**config.mk**
```make
export PLATFORM = sky130hd
export DESIGN_NAME = dma_req_handoff
export DESIGN_NICKNAME = d
export VERILOG_FILES = /design/src/rtl/dma_hs_pkg.sv /design/src/rtl/dreq_sense.sv /design/src/rtl/dma_byte_count.sv /design/src/rtl/dma_cycle_seq.sv /design/src/rtl/dma_req_handoff.sv
export SDC_FILE = /design/constraint.sdc
export NUM_CORES = 1
export LEC_CHECK = 0
export ABC_AREA = 1
export BUFFER_PORTS_ARGS = -buffer_cell sky130_fd_sc_hd__buf_2
export CAP_MARGIN = 20
export CORE_ASPECT_RATIO = 0.6
export CORE_MARGIN = 5
export CORE_UTILIZATION = 35
export CTS_CLUSTER_SIZE = 30
export DETAILED_ROUTE_END_ITERATION = 10
export GPL_ROUTABILITY_DRIVEN = 0
export GPL_TIMING_DRIVEN = 0
export PLACE_DENSITY = 0.62
export SYNTH_ARGS = -nofsm -noshare
export SYNTH_HDL_FRONTEND = slang
export SYNTH_SLANG_ARGS = --single-unit
```
**constraint.sdc**
```tcl
create_clock -name clk -period 1.8 [get_ports clk]
set_input_delay 0.18 -clock clk [delete_from_list [all_inputs] [get_ports clk]]
set_output_delay 0.18 -clock clk [all_outputs]
set_load 0.1 [all_outputs]
```
**src/rtl/dma_hs_pkg.sv**
```systemverilog
// Shared machine-state encoding for the DMA request/handoff controller.
package dma_hs_pkg;
    typedef enum logic [2:0] {
        ST_IDLE = 3'd0,
        ST_T1   = 3'd1,
        ST_T2   = 3'd2,
        ST_TW   = 3'd3,
        ST_T3   = 3'd4
    } cyc_st_t;
endpackage

```
**src/rtl/dreq_sense.sv**
```systemverilog
// dreq_sense: brings the asynchronous active-low request into the clock
// domain and keeps a sticky record of falling edges for edge-sense mode.
// Assumes SYNC_STAGES >= 2. The sticky flag clears whenever the consumer
// uses the request (consume = 1); an edge seen in that same cycle is
// offered through want_edge and consumed together with the flag.
module dreq_sense #(
    parameter int SYNC_STAGES = 2
) (
    input  logic clk,
    input  logic rst_n,
    input  logic dreq_n,
    input  logic edge_mode,
    input  logic consume,
    output logic req_low,
    output logic want_edge
);
    logic [SYNC_STAGES-1:0] sync_q;
    logic                   prev_q;
    logic                   flag_q;
    logic                   fall;

    // Synchronizer chain; idle level of the line is high.
    always_ff @(posedge clk) begin
        if (!rst_n) sync_q <= '1;
        else        sync_q <= {sync_q[SYNC_STAGES-2:0], dreq_n};
    end

    // Previous synchronized value for edge detection.
    always_ff @(posedge clk) begin
        if (!rst_n) prev_q <= 1'b1;
        else        prev_q <= sync_q[SYNC_STAGES-1];
    end

    // High for one cycle after the synchronized line drops.
    always_comb fall = prev_q & ~sync_q[SYNC_STAGES-1];

    // Sticky falling-edge flag, edge mode only, cleared on use.
    always_ff @(posedge clk) begin
        if (!rst_n)                 flag_q <= 1'b0;
        else if (consume)           flag_q <= 1'b0;
        else if (fall && edge_mode) flag_q <= 1'b1;
    end

    assign req_low   = ~sync_q[SYNC_STAGES-1];
    assign want_edge = flag_q | fall;
endmodule

```
**src/rtl/dma_byte_count.sv**
```systemverilog
// dma_byte_count: holds the remaining-byte counter and the channel enable.
// A load is accepted only while the sequencer is idle. A count of zero
// marks the last byte; finishing that byte drops the enable instead of
// decrementing, so the counter never wraps.
module dma_byte_count #(
    parameter int CW = 16
) (
    input  logic          clk,
    input  logic          rst_n,
    input  logic          load,
    input  logic          idle,
    input  logic [CW-1:0] start_count,
    input  logic          wr_done,
    output logic          ch_en,
    output logic          last
);
    logic [CW-1:0] cnt_q;

    // Count register: load when idle, step down after each written byte.
    always_ff @(posedge clk) begin
        if (!rst_n)                        cnt_q <= '0;
        else if (load && idle)             cnt_q <= start_count;
        else if (wr_done && cnt_q != '0)   cnt_q <= cnt_q - 1'b1;
    end

    // Channel enable: set by load, cleared once the zero-count byte is written.
    always_ff @(posedge clk) begin
        if (!rst_n)                        ch_en <= 1'b0;
        else if (load && idle)             ch_en <= 1'b1;
        else if (wr_done && cnt_q == '0)   ch_en <= 1'b0;
    end

    assign last = (cnt_q == '0);
endmodule

```
**src/rtl/dma_cycle_seq.sv**
```systemverilog
// dma_cycle_seq: walks the read and write machine cycles of each byte and
// decides at the write-cycle sample point whether another byte follows.
// Assumes req_low / want_edge are already synchronous. The sample point is
// the edge that leaves T2 or the last wait state of the write cycle.
module dma_cycle_seq
    import dma_hs_pkg::*;
(
    input  logic    clk,
    input  logic    rst_n,
    input  logic    ch_en,
    input  logic    last,
    input  logic    edge_mode,
    input  logic    req_low,
    input  logic    want_edge,
    input  logic    wait_ins,
    input  logic    ready,
    output cyc_st_t state,
    output logic    wr_phase,
    output logic    take_req,
    output logic    wr_done
);
    cyc_st_t state_d;
    logic    wr_d;
    logic    keep_q;
    logic    req_ok;
    logic    start;
    logic    stretch;
    logic    sample;

    // Request qualification and per-cycle decision terms.
    always_comb begin
        req_ok   = edge_mode ? want_edge : req_low;
        start    = (state == ST_IDLE) && ch_en && req_ok;
        stretch  = wait_ins && !ready;
        sample   = ((state == ST_T2) || (state == ST_TW)) && wr_phase && !stretch;
        take_req = start | sample;
        wr_done  = (state == ST_T3) && wr_phase;
    end

    // Next-state and next-phase selection.
    always_comb begin
        state_d = state;
        wr_d    = wr_phase;
        case (state)
            ST_IDLE: if (start) begin state_d = ST_T1; wr_d = 1'b0; end
            ST_T1:   state_d = ST_T2;
            ST_T2:   state_d = stretch ? ST_TW : ST_T3;
            ST_TW:   state_d = stretch ? ST_TW : ST_T3;
            ST_T3: begin
                if (!wr_phase) begin
                    state_d = ST_T1;
                    wr_d    = 1'b1;
                end else if (keep_q && !last) begin
                    state_d = ST_T1;
                    wr_d    = 1'b0;
                end else begin
                    state_d = ST_IDLE;
                    wr_d    = 1'b0;
                end
            end
            default: begin state_d = ST_IDLE; wr_d = 1'b0; end
        endcase
    end

    // State and phase registers.
    always_ff @(posedge clk) begin
        if (!rst_n) begin
            state    <= ST_IDLE;
            wr_phase <= 1'b0;
        end else begin
            state    <= state_d;
            wr_phase <= wr_d;
        end
    end

    // Continue decision captured at the write-cycle sample point.
    always_ff @(posedge clk) begin
        if (!rst_n)      keep_q <= 1'b0;
        else if (sample) keep_q <= req_ok;
    end
endmodule

```
**src/rtl/dma_req_handoff.sv**
```systemverilog
// dma_req_handoff: top of the DMA request sense and bus handoff controller.
// Ties the request synchronizer, the byte counter and the cycle sequencer
// together. Assumes one channel, one byte per read/write cycle pair.
module dma_req_handoff
    import dma_hs_pkg::*;
#(
    parameter int CW          = 16,
    parameter int SYNC_STAGES = 2
) (
    input  logic          clk,
    input  logic          rst_n,
    input  logic          dreq_n,
    input  logic          edge_mode,
    input  logic          ch_load,
    input  logic [CW-1:0] start_count,
    input  logic          wait_ins,
    input  logic          ready,
    output logic          bus_dma,
    output logic [2:0]    cyc_state,
    output logic          cyc_write,
    output logic          xfer_end
);
    cyc_st_t state;
    logic    wr_phase;
    logic    take_req;
    logic    wr_done;
    logic    req_low;
    logic    want_edge;
    logic    ch_en;
    logic    last;
    logic    idle;

    assign idle = (state == ST_IDLE);

    dreq_sense #(.SYNC_STAGES(SYNC_STAGES)) u_sense (
        .clk       (clk),
        .rst_n     (rst_n),
        .dreq_n    (dreq_n),
        .edge_mode (edge_mode),
        .consume   (take_req),
        .req_low   (req_low),
        .want_edge (want_edge)
    );

    dma_byte_count #(.CW(CW)) u_count (
        .clk         (clk),
        .rst_n       (rst_n),
        .load        (ch_load),
        .idle        (idle),
        .start_count (start_count),
        .wr_done     (wr_done),
        .ch_en       (ch_en),
        .last        (last)
    );

    dma_cycle_seq u_seq (
        .clk       (clk),
        .rst_n     (rst_n),
        .ch_en     (ch_en),
        .last      (last),
        .edge_mode (edge_mode),
        .req_low   (req_low),
        .want_edge (want_edge),
        .wait_ins  (wait_ins),
        .ready     (ready),
        .state     (state),
        .wr_phase  (wr_phase),
        .take_req  (take_req),
        .wr_done   (wr_done)
    );

    // Output mapping: bus owner, state code, phase, last-byte marker.
    always_comb begin
        bus_dma   = !idle;
        cyc_state = state;
        cyc_write = wr_phase;
        xfer_end  = !idle && last;
    end
endmodule

```
==> results_dict.tcl <==
set metrics [dict create \
    initial_core_util_pct 35.8 \
    area_growth_pct 27.8 \
    synth_edf_count 0 \
    grt_pass1_vias 1461 \
    grt_max_degree 15 \
    fin_crit_sh_pct 97.0 \
    synth_ff_type "dfxtp_1" \
    overflow 0 \
    hold_class "in -> reg" \
    setup_viol 0 \
    path_clk_slew_ns 0.09 \
    finalHoldViolCount 0 \
    synth_nets 265 \
    drt_iter0_drc 105 \
    clkSinkCount 26 \
    ys_top_cells_by_area "dfxtp_1 32%, nand2_1 11%, nor2_1 9.3%" \
    fin_area_um2 2070 \
    cts_inserted_buffers 3 \
    core_um2 4520 \
    viasPerCell 4.68 \
    synth_compound_area_share_pct 12.5 \
    period_needed_ns 1.75 \
    nets 309 \
    hpwl_um 3300 \
    clkLatencyLatePin_ns 0.28 \
    synth_top_family_by_area "simple AND/OR/NAND/NOR gates" \
    cpMaxStageDelayCell "dfxtp_2" \
    dieWidth_um 97.8 \
    seq_area_frac_synth_pct 32.1 \
    drv_cap 0 \
    yosysUniqueCellTypes 34 \
    rsz0062_at_grt "false" \
    grt_first_pass_wirelength_um 7180 \
    path_cells "inv_2, ha_4, nand3_4, nor2_4, nand4_1, nor2_4, buf_12" \
    finClkSkew_ns 0.00265 \
    diodes 0 \
    post_drt_wl_per_cell_um 12.6 \
    max_freq_mhz 573 \
    via_count 1624 \
    worst-setup-path-type "reg -> out" \
    netlist_instances 241 \
    fin_setup_tns_ns 0 \
    crit_arrival_ns 1.57 \
    maxSlewHeadroom_pct 67.9 \
    synth_simple_gate_area_share_pct 41.9 \
    max_stage_delay_ns 0.33 \
    tightest_slew_ns 0.485 \
    drt-pass1-iter-count 4 \
    synth.area.mux_share_pct 1.24 \
    die_height_um 62.7 \
    clk_path_buf_depth 2 \
    power.density_nw_per_um2 1140 \
    wl_um 4380 \
    ios 29 \
    drv_slew 0 \
    synth_commonest_cells "48 x nand2_1, 40 x nor2_1, 26 x dfxtp_1" \
    power_leakage_nw 0.949 \
    hold-worst-slack_ns 0.0832 \
    yosys.area.top_type "dfxtp_1" \
    antenna_found_initial 0 \
    yosys_warnings 0 \
    die_area_um2 6130 \
    crit_path_start_kind "flop" \
    drc 0 \
    cts_tree "yes" \
    grt_usage_pct 14.8 \
    vdd_ir_drop_max_mv 0.366 \
    route.antenna.remaining_nets 0 \
    crit_fanout 2 \
    num_rows 19 \
    cts_max_level 1 \
    drive_above_1_share_pct 30.6 \
    dpl-instance-area_um2 1870 \
    synthAdderAreaFrac_pct 0.773 \
    io_buffers 28 \
    path_common_cell "nor2_4" \
    power.total_mw 2.35 \
    critPathCaptureType "output pin" \
    yosysTopAreaCellShare_pct 32.1 \
    syn_area_um2 1620 \
    utilization_pct 45.8 \
    worst_ep_required_time_ns 1.62 \
    synthXorXnorAreaFrac_pct 3.25 \
    synth_seq_cells 26 \
    avgSynthCellArea_um2 6.72 \
    synth.most_common_cell "nand2_1" \
    cts-root-buf "clkbuf_8" \
    outcome "complete, no violations" \
    async_reset_ff_share_pct 0 \
]
==> power by group <==
part	internal, mW	total [mW]	switching [mW]
clock network	0.159	0.355	0.195
registers	0.670	0.777	0.107
logic	0.452	1.22	0.769
total	1.28	2.35	1.07
==> state kept, by name, summed over array words and instances (netlist names) <==
signal	count
u_seq.wr_phase	1
u_count.cnt_q	16
u_seq.keep_q	1
u_sense.flag_q	1
u_count.ch_en	1
u_sense.sync_q	2
u_sense.prev_q	1
u_seq.state	3
==> area by class of cell <==
type,count,area [µm²]
buffer,6,40.0
clock buffer,4,45.0
fill,465,2450
inverter,24,92.6
multi-input combinational,185,1040
sequential,26,538
tap,63,78.8
timing repair buffer,39,238
==> cell usage in the layout, fill, tap and decap left out, types with 2 or more instances in the layout <==
cell	count
nand3_1	20
inv_1	20
nand2_1	48
dfxtp_1	14
buf_2	29
nor2_1	37
nand2_4	4
inv_2	2
clkbuf_8	3
nand3_2	2
nand4_1	3
mux2i_1	2
o21ai_0	6
xor2_1	3
a31oi_1	2
clkbuf_1	2
xnor2_1	3
nand3b_1	3
dfxtp_2	11
buf_4	13
o21ai_1	8
nor2_2	4
nor2_8	2
a21oi_1	18
nor2_4	6
nor3_1	2
or2_2	4
==> timing repair <==
action,CTS,global route
pin swaps,4,6
resized for setup,10,14
cloned,0,0
setup buffers,4,7
hold buffers,0,0
setup endpoints to repair,1,1
==> metal layers <==
layer | routed length [µm] | track usage, % | share of wire [%] | vias to the layer above
met2 | 1660 | 18.5 | 38 | 46
li1 | - | - | - | 871
met5 | 0 | 0 | 0 | -
met1 | 2420 | 23.7 | 55 | 705
met4 | 19 | 4.66 | 0.43 | 0
met3 | 282 | 3.68 | 6.4 | 2
==> path summary, 6_finish.rpt <==
kind	startpoint	end	slack, ns	cells past startpoint
worst max-delay path	u_count.cnt_q[0]	xfer_end	0.05	7
worst min-delay path	dreq_n	u_sense.sync_q[0]	0.08	2
worst max register to register	u_seq.state[0]	u_count.cnt_q[1]	0.18	8
worst min register to register	u_sense.sync_q[0]	u_sense.sync_q[1]	0.42	1
==> stage by stage <==
step | std cells | worst slack [ns]
after global placement | 332 | -0.159
after CTS | 340 | 0.00172
final | 347 | 0.0548
after detailed placement | 332 | -0.158
after global routing | 347 | 0.000548
after floorplan | 241 | -0.0433
==> cells by family after synthesis <==
logic type	after synthesis
AND/OR/NAND/NOR	138
AO/OA/AOI/OAI	38
buffers and inverters	30
flip-flops	26
XOR/XNOR	6
multiplexers	2
adder cells (fa/ha/maj)	1
==> critical path: cells and delay by family, from the launching register on <==
| family | cells | cell delay, ns |
|---|---|---|
| buffers and inverters | 2 | 0.25 |
| flip-flops | 1 | 0.33 |
| adder cells (fa/ha/maj) | 1 | 0.15 |
| AND/OR/NAND/NOR | 4 | 0.54 |
(Power assumes the default switching activity.)
